--- src/rtl/cond_decode_pkg.sv ---
// Package: shared constants and helpers for the condition decode term selector.
// Assumes the word layout: group n uses bits 4n..4n+3, the timer uses bits 16/17,
// the counter uses bits 20/21 and the inversion uses bit 24.
package cond_decode_pkg;

    localparam int NUM_GROUPS  = 4;
    localparam int NUM_TERMS   = 2 * NUM_GROUPS + 2;
    localparam int TMR_LVL_BIT = 16;
    localparam int TMR_INC_BIT = 17;
    localparam int CNT_LVL_BIT = 20;
    localparam int CNT_INC_BIT = 21;
    localparam int INV_BIT     = 24;
    localparam int MIN_WORD_W  = INV_BIT + 1;

    // Bit position of the required level of group n's AND output.
    function automatic int and_lvl_bit(input int n);
        return 4 * n;
    endfunction

    // Bit position of the include flag of group n's AND output.
    function automatic int and_inc_bit(input int n);
        return 4 * n + 1;
    endfunction

    // Bit position of the required level of group n's OR output.
    function automatic int or_lvl_bit(input int n);
        return 4 * n + 2;
    endfunction

    // Bit position of the include flag of group n's OR output.
    function automatic int or_inc_bit(input int n);
        return 4 * n + 3;
    endfunction

    // Mask of every include flag, for a 32-bit word.
    function automatic logic [31:0] include_mask();
        logic [31:0] m;
        m = '0;
        for (int n = 0; n < NUM_GROUPS; n++) begin
            m[and_inc_bit(n)] = 1'b1;
            m[or_inc_bit(n)]  = 1'b1;
        end
        m[TMR_INC_BIT] = 1'b1;
        m[CNT_INC_BIT] = 1'b1;
        return m;
    endfunction

endpackage

--- src/rtl/cond_word_store.sv ---
// Module: cond_word_store
// Holds one condition word per (step, condition) pair and presents the words of
// the selected step. Assumes NUM_STEPS and NUM_CONDS are at least 2. Writes take
// effect at the clock edge. The read side is combinational from the stored words.
module cond_word_store #(
    parameter int NUM_STEPS = 4,
    parameter int NUM_CONDS = 4,
    parameter int WORD_W    = 32,
    localparam int STEP_W   = $clog2(NUM_STEPS),
    localparam int COND_W   = $clog2(NUM_CONDS)
) (
    input  logic                             clk,
    input  logic                             rst_n,
    input  logic                             wr_en,
    input  logic [STEP_W-1:0]                wr_step,
    input  logic [COND_W-1:0]                wr_cond,
    input  logic [WORD_W-1:0]                wr_data,
    input  logic [STEP_W-1:0]                rd_step,
    output logic [NUM_CONDS-1:0][WORD_W-1:0] rd_words
);

    logic [WORD_W-1:0] words_q [NUM_STEPS][NUM_CONDS];

    // Store a written word, and clear every word on reset.
    always_ff @(posedge clk) begin
        if (!rst_n) begin
            for (int s = 0; s < NUM_STEPS; s++) begin
                for (int c = 0; c < NUM_CONDS; c++) begin
                    words_q[s][c] <= '0;
                end
            end
        end else if (wr_en && (int'(wr_step) < NUM_STEPS) && (int'(wr_cond) < NUM_CONDS)) begin
            words_q[wr_step][wr_cond] <= wr_data;
        end
    end

    // Present the words of the selected step; a step beyond range reads as empty.
    generate
        for (genvar c = 0; c < NUM_CONDS; c++) begin : g_rd
            always_comb begin
                if (int'(rd_step) < NUM_STEPS) begin
                    rd_words[c] = words_q[rd_step][c];
                end else begin
                    rd_words[c] = '0;
                end
            end
        end
    endgenerate

endmodule

--- src/rtl/cond_term_eval.sv ---
// Module: cond_term_eval
// Purely combinational decode of one condition word against the term inputs.
// Every included term must equal its required level. A word that includes no
// term is false. The inversion bit is applied to the combined result last.
module cond_term_eval
    import cond_decode_pkg::*;
#(
    parameter int WORD_W = 32
) (
    input  logic [WORD_W-1:0]     word,
    input  logic [NUM_GROUPS-1:0] prio_and,
    input  logic [NUM_GROUPS-1:0] prio_or,
    input  logic                  timer_cmp,
    input  logic                  count_cmp,
    output logic                  cond_true
);

    logic [NUM_TERMS-1:0] term_val;
    logic [NUM_TERMS-1:0] term_inc;
    logic [NUM_TERMS-1:0] term_lvl;
    logic [NUM_TERMS-1:0] term_ok;
    logic                 any_inc;
    logic                 all_ok;
    logic                 unused_word;

    // Gather the per-group terms: slot 2n is the AND output, slot 2n+1 the OR output.
    generate
        for (genvar n = 0; n < NUM_GROUPS; n++) begin : g_grp
            assign term_val[2*n]   = prio_and[n];
            assign term_inc[2*n]   = word[and_inc_bit(n)];
            assign term_lvl[2*n]   = word[and_lvl_bit(n)];
            assign term_val[2*n+1] = prio_or[n];
            assign term_inc[2*n+1] = word[or_inc_bit(n)];
            assign term_lvl[2*n+1] = word[or_lvl_bit(n)];
        end
    endgenerate

    // The two comparator terms fill the last two slots.
    assign term_val[NUM_TERMS-2] = timer_cmp;
    assign term_inc[NUM_TERMS-2] = word[TMR_INC_BIT];
    assign term_lvl[NUM_TERMS-2] = word[TMR_LVL_BIT];
    assign term_val[NUM_TERMS-1] = count_cmp;
    assign term_inc[NUM_TERMS-1] = word[CNT_INC_BIT];
    assign term_lvl[NUM_TERMS-1] = word[CNT_LVL_BIT];

    // A term passes when it is left out or shows its required level.
    always_comb begin
        term_ok = ~term_inc | ~(term_val ^ term_lvl);
        any_inc = |term_inc;
        all_ok  = &term_ok;
    end

    // Combine, force the empty word to false, then apply the inversion.
    assign cond_true = (any_inc & all_ok) ^ word[INV_BIT];

    // Reserved bits of the word take no part in the decode.
    assign unused_word = ^word;

endmodule

--- src/rtl/cond_decode_sel.sv ---
// Module: cond_decode_sel (top)
// Selects the condition words of the current step, decodes each one against the
// priority-group and comparator terms, and registers the hit vector. Assumes
// WORD_W >= 25, and that the inputs are synchronous to clk.
module cond_decode_sel
    import cond_decode_pkg::*;
#(
    parameter int NUM_STEPS = 4,
    parameter int NUM_CONDS = 4,
    parameter int WORD_W    = 32,
    localparam int STEP_W   = $clog2(NUM_STEPS),
    localparam int COND_W   = $clog2(NUM_CONDS)
) (
    input  logic                  clk,
    input  logic                  rst_n,
    input  logic                  cfg_we,
    input  logic [STEP_W-1:0]     cfg_step,
    input  logic [COND_W-1:0]     cfg_cond,
    input  logic [WORD_W-1:0]     cfg_wdata,
    input  logic [STEP_W-1:0]     cur_step,
    input  logic [NUM_GROUPS-1:0] prio_and,
    input  logic [NUM_GROUPS-1:0] prio_or,
    input  logic                  timer_cmp,
    input  logic                  count_cmp,
    output logic [NUM_CONDS-1:0]  hit
);

    logic [NUM_CONDS-1:0][WORD_W-1:0] cur_words;
    logic [NUM_CONDS-1:0]             hit_d;

    // Storage for all condition words, read out for the current step.
    cond_word_store #(
        .NUM_STEPS(NUM_STEPS),
        .NUM_CONDS(NUM_CONDS),
        .WORD_W   (WORD_W)
    ) u_store (
        .clk     (clk),
        .rst_n   (rst_n),
        .wr_en   (cfg_we),
        .wr_step (cfg_step),
        .wr_cond (cfg_cond),
        .wr_data (cfg_wdata),
        .rd_step (cur_step),
        .rd_words(cur_words)
    );

    // One decoder per condition of the current step.
    generate
        for (genvar c = 0; c < NUM_CONDS; c++) begin : g_cond
            cond_term_eval #(
                .WORD_W(WORD_W)
            ) u_eval (
                .word     (cur_words[c]),
                .prio_and (prio_and),
                .prio_or  (prio_or),
                .timer_cmp(timer_cmp),
                .count_cmp(count_cmp),
                .cond_true(hit_d[c])
            );
        end
    endgenerate

    // Register the hit vector; reset clears it.
    always_ff @(posedge clk) begin
        if (!rst_n) begin
            hit <= '0;
        end else begin
            hit <= hit_d;
        end
    end

endmodule

--- config.mk ---
export PLATFORM = sky130hd
export DESIGN_NAME = cond_decode_sel
export DESIGN_NICKNAME = d
export VERILOG_FILES = /design/src/rtl/cond_decode_pkg.sv /design/src/rtl/cond_word_store.sv /design/src/rtl/cond_term_eval.sv /design/src/rtl/cond_decode_sel.sv
export SDC_FILE = /design/constraint.sdc
export NUM_CORES = 1
export LEC_CHECK = 0
export BUFFER_PORTS_ARGS = -buffer_cell sky130_fd_sc_hd__buf_4
export CAP_MARGIN = 20
export CORE_ASPECT_RATIO = 0.5
export CORE_MARGIN = 1.5
export CORE_UTILIZATION = 25
export DETAILED_ROUTE_END_ITERATION = 7
export GPL_TIMING_DRIVEN = 0
export HOLD_SLACK_MARGIN = 0.05
export SETUP_SLACK_MARGIN = 0.4
export SYNTH_ARGS = -nofsm -noshare
export SYNTH_HDL_FRONTEND = slang
export SYNTH_SLANG_ARGS = --single-unit
--- constraint.sdc ---
create_clock -name clk -period 8 [get_ports clk]
set_clock_uncertainty 0.1 [all_clocks]
set_input_delay 0.4 -clock clk [delete_from_list [all_inputs] [get_ports clk]]
set_output_delay 0.4 -clock clk [all_outputs]
set_load 0.02 [all_outputs]
==> results of run 1 <==
==> flip-flops by register name, summed over array words and instances, names as in the netlist <==
signal	count
u_store.words_q	336
hit	4
==> power breakdown <==
part           leakage, nW  switching [mW]  internal [mW]
Clock                0.545           0.686          0.929
Combinational         2.45           0.230          0.150
Sequential            3.24          0.0259           2.06
==> logic make-up (layout without fill, tap and decap cells) <==
group                  Yosys count  after routing  synth area share, %
AO/OA/AOI/OAI                   42             42                 1.81
AND/OR/NAND/NOR                403            403                 15.7
XOR/XNOR                        42             42                 2.37
flip-flops                     340            340                 65.5
multiplexers                    90             90                 12.3
buffers and inverters           80            203                 2.37
==> per-stage QoR <==
stage	cells	hold slack (ps)	instance area, um^2	setup WS [ps]	power (mW)
after detailed placement	1879	653	17200	4600	2.50
after global placement	1860	646	16800	3570	2.48
after CTS	1945	122	18400	5160	4.10
after global routing	1945	124	18400	5100	4.19
after floorplan	997	498	15500	5030	2.32
final	1945	128	18400	5130	4.08
==> worst max path at each step <==
stage / startpoint / end / slack [ps] / cells after the start
finish: cur_step[1] / hit[0] / 5130 / 9
floorplan: cfg_cond[1] / u_store.words_q[1][100] / 5030 / 3
detailed placement: cur_step[1] / hit[0] / 4600 / 9
CTS: cur_step[1] / hit[0] / 5160 / 9
global route: cur_step[1] / hit[0] / 5100 / 9
global placement: cfg_cond[0] / u_store.words_q[3][38] / 3570 / 3
==> cell type report <==
cell class | count | area share, %
inverter | 1 | 0.0204
clock inverter | 12 | 0.470
multi-input combinational | 577 | 27.4
sequential | 340 | 55.4
tap | 825 | 5.62
buffer | 79 | 1.98
timing repair buffer | 57 | 3.50
clock buffer | 54 | 5.62
==> placed cells by master, fill, tap and decap left out, types with 2 or more instances in the layout <==
cell / count
sky130_fd_sc_hd__a21boi_1: 4
sky130_fd_sc_hd__a22oi_1: 16
sky130_fd_sc_hd__and2_1: 337
sky130_fd_sc_hd__buf_16: 6
sky130_fd_sc_hd__buf_2: 6
sky130_fd_sc_hd__buf_4: 38
sky130_fd_sc_hd__buf_6: 9
sky130_fd_sc_hd__buf_8: 12
sky130_fd_sc_hd__clkbuf_1: 80
sky130_fd_sc_hd__clkbuf_16: 39
sky130_fd_sc_hd__clkinv_1: 5
sky130_fd_sc_hd__clkinv_2: 4
sky130_fd_sc_hd__dfxtp_1: 4
sky130_fd_sc_hd__edfxtp_1: 336
sky130_fd_sc_hd__mux2i_1: 10
sky130_fd_sc_hd__mux4_2: 80
sky130_fd_sc_hd__nand2_1: 15
sky130_fd_sc_hd__nand2b_1: 6
sky130_fd_sc_hd__nand3_1: 6
sky130_fd_sc_hd__nor2_1: 19
sky130_fd_sc_hd__nor3_1: 4
sky130_fd_sc_hd__nor4_1: 8
sky130_fd_sc_hd__o211ai_1: 4
sky130_fd_sc_hd__o21ai_0: 2
sky130_fd_sc_hd__o21ai_2: 12
sky130_fd_sc_hd__o31ai_1: 4
sky130_fd_sc_hd__or4_1: 4
sky130_fd_sc_hd__xnor2_1: 6
sky130_fd_sc_hd__xor2_1: 36
==> per-layer routing <==
metal  vias to the layer above  part of all wire (%)
met5                         -                     0
li1                       3861                     -
met1                      4628                    41
met4                         0                   2.6
met3                        75                   6.8
met2                       342                    50
==> results by stage, run 1 <==
Status:
- The flow ran to the end, and the final reports show no timing, DRC or antenna violations.

GRT:
- The initial antenna violation count is 1.
- The global-route wire length before repair is 61.7 mm.
- The met3 routing resource usage after global routing is 2.12%.
- Global routing used 17.2% of the available met1 tracks.
- Global routing used 13.4% of the available tracks.
- For this run, global-route usage on met2 was measured as 23.5%.
- The total congestion overflow after global routing is 0.
- The via count of the first global-routing pass is 9014.
- The layer flagged by global routing as most heavily used is met2.
- The largest net degree at the start of global routing is 17.

Yosys:
- In this run the cell area of the synthesized design comes to 15500 um^2.
- For this run, the number of Yosys warnings is 0.
- The post-synthesis async set-or-reset flop share is 0%.
- Ranked by instance count, the synthesized netlist is headed by sky130_fd_sc_hd__and2_1, sky130_fd_sc_hd__edfxtp_1, sky130_fd_sc_hd__mux4_2.
- The number of storage elements in the synthesis netlist is 340.
- By area the synthesized netlist is led by sky130_fd_sc_hd__edfxtp_1, sky130_fd_sc_hd__and2_1, sky130_fd_sc_hd__mux4_2.
- The number of enable flip-flop cells after synthesis is 336.
- Of all cell types, the one taking the most synthesized area is sky130_fd_sc_hd__edfxtp_1.
- The cell count after synthesis came out at 997.
- The net count after synthesis is 1048.
- The predominant post-synthesis flop cell is sky130_fd_sc_hd__edfxtp_1.
- The portion of the post-synthesis area used by sequential elements is 65.5%.
- The area share of the largest cell type after synthesis is 65.0%.
- The most common cell in the synthesized netlist is sky130_fd_sc_hd__and2_1.
- In this run the mean area of a mapped cell was 15.6 um^2.
- The number of different library cells in the post-synthesis netlist is 27.

STA:
- The slew at the pin closest to its max-slew limit is 1020 ps.
- After layout, the worst path uses 35.9% of the clock period.
- Setup repair after global routing left no endpoint under its margin.
- The final hold violation count came to 0.
- The final number of max-transition violations was 0.
- Summed over all failing endpoints, the final setup total negative slack is 0 ps.
- Setup violations remaining at the end of the flow were counted as 0.
- The achievable frequency is 348 MHz.
- The worst path in the final design needs a cycle of 2870 ps, including I/O delays and setup.
- The max-slew headroom at the worst pin is 31.7%.

Setup path:
- The type of element capturing the critical path is a flop.
- STA classifies the critical path startpoint as an input port.
- Counting cells, the worst reg-to-reg path comes to 6.
- Setup slack on the worst reg-to-reg path comes out at 5490 ps.
- The startpoint of the worst register-to-register path is u_store.words_q[2][12].
- The setup path with the least slack is of type in2reg.
- The buffer and inverter count on the worst path is 3.
- Traced cell by cell, the critical path runs through buf_2 > buf_2 > buf_2 > mux2i_1 > mux2i_1 > o211ai_1 > nand3_1 > or4_1 > a21boi_1.
- The standard cell with the maximum stage delay on the critical path is sky130_fd_sc_hd__or4_1.
- In this run the critical register-to-register path is captured at hit[3].
- For this run, the slowest stage of the critical path takes 480 ps.
- Grouping stages by cell kind, the critical path spends the most delay in buffers and inverters.
- The required arrival time at the worst endpoint is 8310 ps.
- The maximum fanout encountered on the critical timing path is 10.
- The data arrival time at the worst-slack endpoint is 3180 ps.
- The most numerous cell type found on the critical path is sky130_fd_sc_hd__buf_2.

Clocking:
- The clock slew at the register clock pins of the worst setup and hold paths is 60 ps.
- The clock reaches the later pin of the worst-skew pair after 520 ps.
- The H-tree was split into 2 levels.
- TritonCTS built the clock tree.
- In this run the clock root is driven by a sky130_fd_sc_hd__clkbuf_16.
- The number of sinks driven by the clock tree is 340.
- The number of hold buffers added after cts is 0.
- Once the clock tree was built, the resizer swapped 0 gates to a different size.
- The setup fix buffers added after clock tree synthesis is 0.
- Counting along the longest clock path gives a buffer depth of 3.
- Buffers inserted during clock tree synthesis total 38.

Power:
- The worst ir drop on vdd is 0.127 mV.
- The power density of the placed cells is 222 nW/um^2.
- Summed over all cells, the static leakage comes to 6.24 nW.

Hold path:
- For hold timing, the worst endpoint is u_store.words_q[3][40].
- The cell count of the worst hold path is 2.
- The path class of the lowest-slack min-delay path is in2reg.
- The source of the worst hold timing path is cfg_wdata[8].

Floorplan:
- After floorplanning, the core was sized to cover 61300 um^2.
- In this run the vertical extent of the chip is 179 um.
- The floorplan has 64 rows.
- In this run the horizontal extent of the chip is 355 um.
- The initial core utilization is 25.3%.
- The floorplan die area is 63700 um^2.
- The top-level port count is 55.

Placement:
- The half-perimeter wire length after placement is 30.2 mm.
- Routability-driven placement finished with a final weighted congestion of 0.822.
- Port buffering added 38 buffers.

Routing:
- In this run the remaining antenna-violating nets after routing total 0.
- The average wire per standard cell is 21.9 um.
- The length of the first detailed-routing pass in iterations is 5.
- The final route contains 8906 vias.
- Dividing the detail-routed via count by the number of cells gives 4.58.
- The initial detailed-routing violation count is 843.
- For this block, the routed nets add up to 42.5 mm of wire.
- For this run, design rule violations remaining after detail routing come to 0.

Layout:
- The final-stage net count is 1145.
- Registers take 10200 um^2.
- The multi-input logic area is 5030 um^2.
- The share of the core filled with cells is 30.0%.
- The proportion of layout cells with a drive suffix above 1 is 18.7%.
- Fill cells in the final layout number 6082.
- The number of antenna diodes is 0.
- Compared with the post-synthesis result, the final layout area differs by 18.3%.

Job:
- Max-cap violations in this run came to 0.
Note: power is estimated with default switching activity, not from simulation.
==> inputs of run 2 (changes only) <==
clock period = 2.6 ns   (was 8 ns; I/O delays follow)
==> results by stage, run 2 (synthesized netlist as in run 1, its figures left out) <==
Placement:
- The half-perimeter wire length after placement is 29.7 mm (-1.7%).
- The placed instance area is 17200 um^2 (about the same).
- The total of buffers placed on input and output ports is 38 (unchanged).
- The weighted congestion at the end of routability-driven global placement is 0.843 (+2.5%).

STA:
- Setup repair after global routing could not meet its margin everywhere.
- The final number of max-transition violations was 0 (unchanged).
- The achievable frequency is 438 MHz.
- The max-slew headroom at the worst pin is 45.5% (+14 points).
- The setup TNS came to 0 ps (unchanged).
- The time the worst path needs with I/O delays and setup is 2280 ps.
- The final hold violation count is 0 (unchanged).
- The final-layout worst hold slack is 94.4 ps (-33.8 ps).
- In the finished design, the share of the clock period the worst path needs comes to 87.8%.
- The slew at the pin closest to its max-slew limit came to 817 ps (-207 ps).
- The setup-violating endpoint count in the final report was 0 (unchanged).

Power:
- The net switching component of the power is 2.95 mW (+210%).
- The internal power contribution is 9.91 mW (+220%).
- The switching share of total power is 22.9% (-0.19 points).
- The static leakage is 6.44 nW (+3.3%).
- The worst ir drop on vdd is 0.361 mV (+180%).
- The power density of the placed cells came to 682 nW/um^2 (+210%).
- The sequential cell fraction of total power is 49.9% (-1.2 points).
- The portion of total power attributed to combinational logic is 9.9% (+0.6 points).
- The fraction of power consumed by the clock network is 40.3% (+0.7 points).
- The total chip power is 12.9 mW (+220%).

GRT:
- The largest net degree at the start of global routing came to 17 (unchanged).
- The via count of the first global-routing pass is 9139 (+1.4%).
- The global-route wire length before repair is 61.5 mm (-0.19%).
- The initial antenna violation count was 1 (unchanged).
- The total congestion overflow after global routing was 0 (unchanged).
- The global-route usage over all layers is 13.4% (-0.038 points).

Hold path:
- The worst hold path begins at cfg_step[1].
- The path class of the lowest-slack min-delay path is in2reg.

Floorplan:
- The initial core utilization is 25.3% (unchanged).
- The top-level port count is 55 (unchanged).
- The core area is 61300 um^2 (unchanged).
- The number of rows created at floorplan is 64 (unchanged).
- The floorplan die area is 63700 um^2 (unchanged).
- The x dimension of the die is 355 um (unchanged).
- The overall die height is 179 um (unchanged).

Layout:
- The register ranked first by flip-flop count is u_store.words_q.
- The final standard cell area without fillers is 18900 um^2 (+2.7%).
- The library cells used most frequently in the layout, excluding fill and tap cells, are sky130_fd_sc_hd__and2_1, sky130_fd_sc_hd__edfxtp_1, sky130_fd_sc_hd__mux4_2, sky130_fd_sc_hd__clkbuf_1, sky130_fd_sc_hd__buf_4.
- The proportion of layout cells with a drive suffix above 1 is 21.1% (+2.5 points).
- The final-stage net count is 1172 (+2.4%).
- Leaving out fill and tap cells, the most frequent cell in the layout is sky130_fd_sc_hd__and2_1.
- The area added between synthesis and finish is 21.5%.
- The number of antenna diodes is 0 (unchanged).
- In the final layout, the registers with the most flip-flops are u_store.words_q: 336 flops, hit: 4 flops.
- The share of the core filled with cells is 30.8% (+0.81 points).
- The flip-flop count of the largest register after layout is 336 (unchanged).

Setup path:
- The data arrival time at the worst-slack endpoint was 2620 ps (-560 ps).
- The critical path starts at cur_step[0].
- The worst setup path is launched from an input port.
- The critical path class is in2reg.
- The type of element capturing the critical path is a flop.
- The startpoint of the worst register-to-register path is u_store.words_q[0][106].
- The required arrival time at the worst endpoint is 2940 ps (-5370 ps).
- The maximum fanout encountered on the critical timing path is 10 (unchanged).

Routing:
- The number of nets still failing antenna checks after routing is 0 (unchanged).
- The DRC violation count after routing came to 0 (unchanged).
- The length of the first detailed-routing pass in iterations was 5 (unchanged).
- The initial detailed-routing violation count is 908 (+7.7%).
- The average wire per standard cell came to 21.4 um (-1.9%).
- The final wirelength is 42.4 mm (-0.39%).
- The post-detailed-route via-to-cell ratio was 4.53 (-1.1%).
- The total vias in the final route is 8944 (+0.43%).

Job:
- The number of violations of the max-capacitance limit came to 0 (unchanged).

Clocking:
- TritonCTS built the clock tree.
- The number of buffers inserted during clock tree synthesis is 38 (unchanged).
- The buffer levels on the longest clock path is 3 (unchanged).
- The number of sinks driven by the clock tree is 340 (unchanged).
- The insertion delay of the later-clocked pin in the worst-skew pair is 520 ps (about the same).
- The H-tree level count came to 2 (unchanged).
- The buffer cell driving the clock tree root is sky130_fd_sc_hd__clkbuf_16.
- The clock slew at the register clock pins of the worst setup and hold paths was 60 ps (about the same).

Status:
- The run finished with clean final reports.
==> run 2: through the flow <==
stage | instances | setup WS (ps)
finish | 1976 | 318
global route | 1976 | 231
CTS | 1974 | 286
detailed placement | 1878 | -660
global placement | 1860 | -1530
floorplan | 997 | -103
==> run 2: power by group through the flow <==
stage	clock, mW	combinational, mW	sequential [mW]
final	5.18	1.27	6.41
after global routing	5.42	1.34	6.44
after CTS	5.21	1.25	6.41
after detailed placement	0	1.17	6.53
after global placement	0	1.10	6.53
after floorplan	0	0.638	6.51
==> run 2: final timing paths <==
path | to | slack (ps) | cells past startpoint
worst max-delay path | hit[0] | 320 | 10
worst min register to register | hit[3] | 700 | 3
worst max register to register | hit[0] | 330 | 6
worst min-delay path | u_store.words_q[0][100] | 90 | 3
==> run 2: critical path: stages <==
cell and delay (ps):
sky130_fd_sc_hd__buf_6 110, sky130_fd_sc_hd__buf_6 240, sky130_fd_sc_hd__buf_6 280, sky130_fd_sc_hd__buf_4 350, sky130_fd_sc_hd__and2_1 210, sky130_fd_sc_hd__mux2i_1 150
sky130_fd_sc_hd__o211ai_1 230, sky130_fd_sc_hd__nand3_1 150, sky130_fd_sc_hd__or4_4 510, sky130_fd_sc_hd__a21boi_4 230
==> run 2: timing repair <==
item,CTS,global route
buffers inserted,3,2
gates resized for setup,22,11
hold buffers,23,0
pin swaps,21,13
endpoints found under the hold margin,126,0
endpoints found under the setup margin,4,15
==> run 2: area by class of cell <==
class / count / area (um^2)
inverters: 1 / 3.75
clock buffers: 48 / 1050
clock inverters: 22 / 145
well taps: 825 / 1030
multi-input cells: 577 / 5160
flip-flops and latches: 340 / 10200
repair buffers: 84 / 911
plain buffers: 79 / 375
fillers: 5989 / 42400
==> run 2: layer usage <==
metal	wire [um]	track usage [%]
met5	12	0
met4	1220	4.18
met3	2520	1.66
met1	17600	17.5
met2	21000	23.3
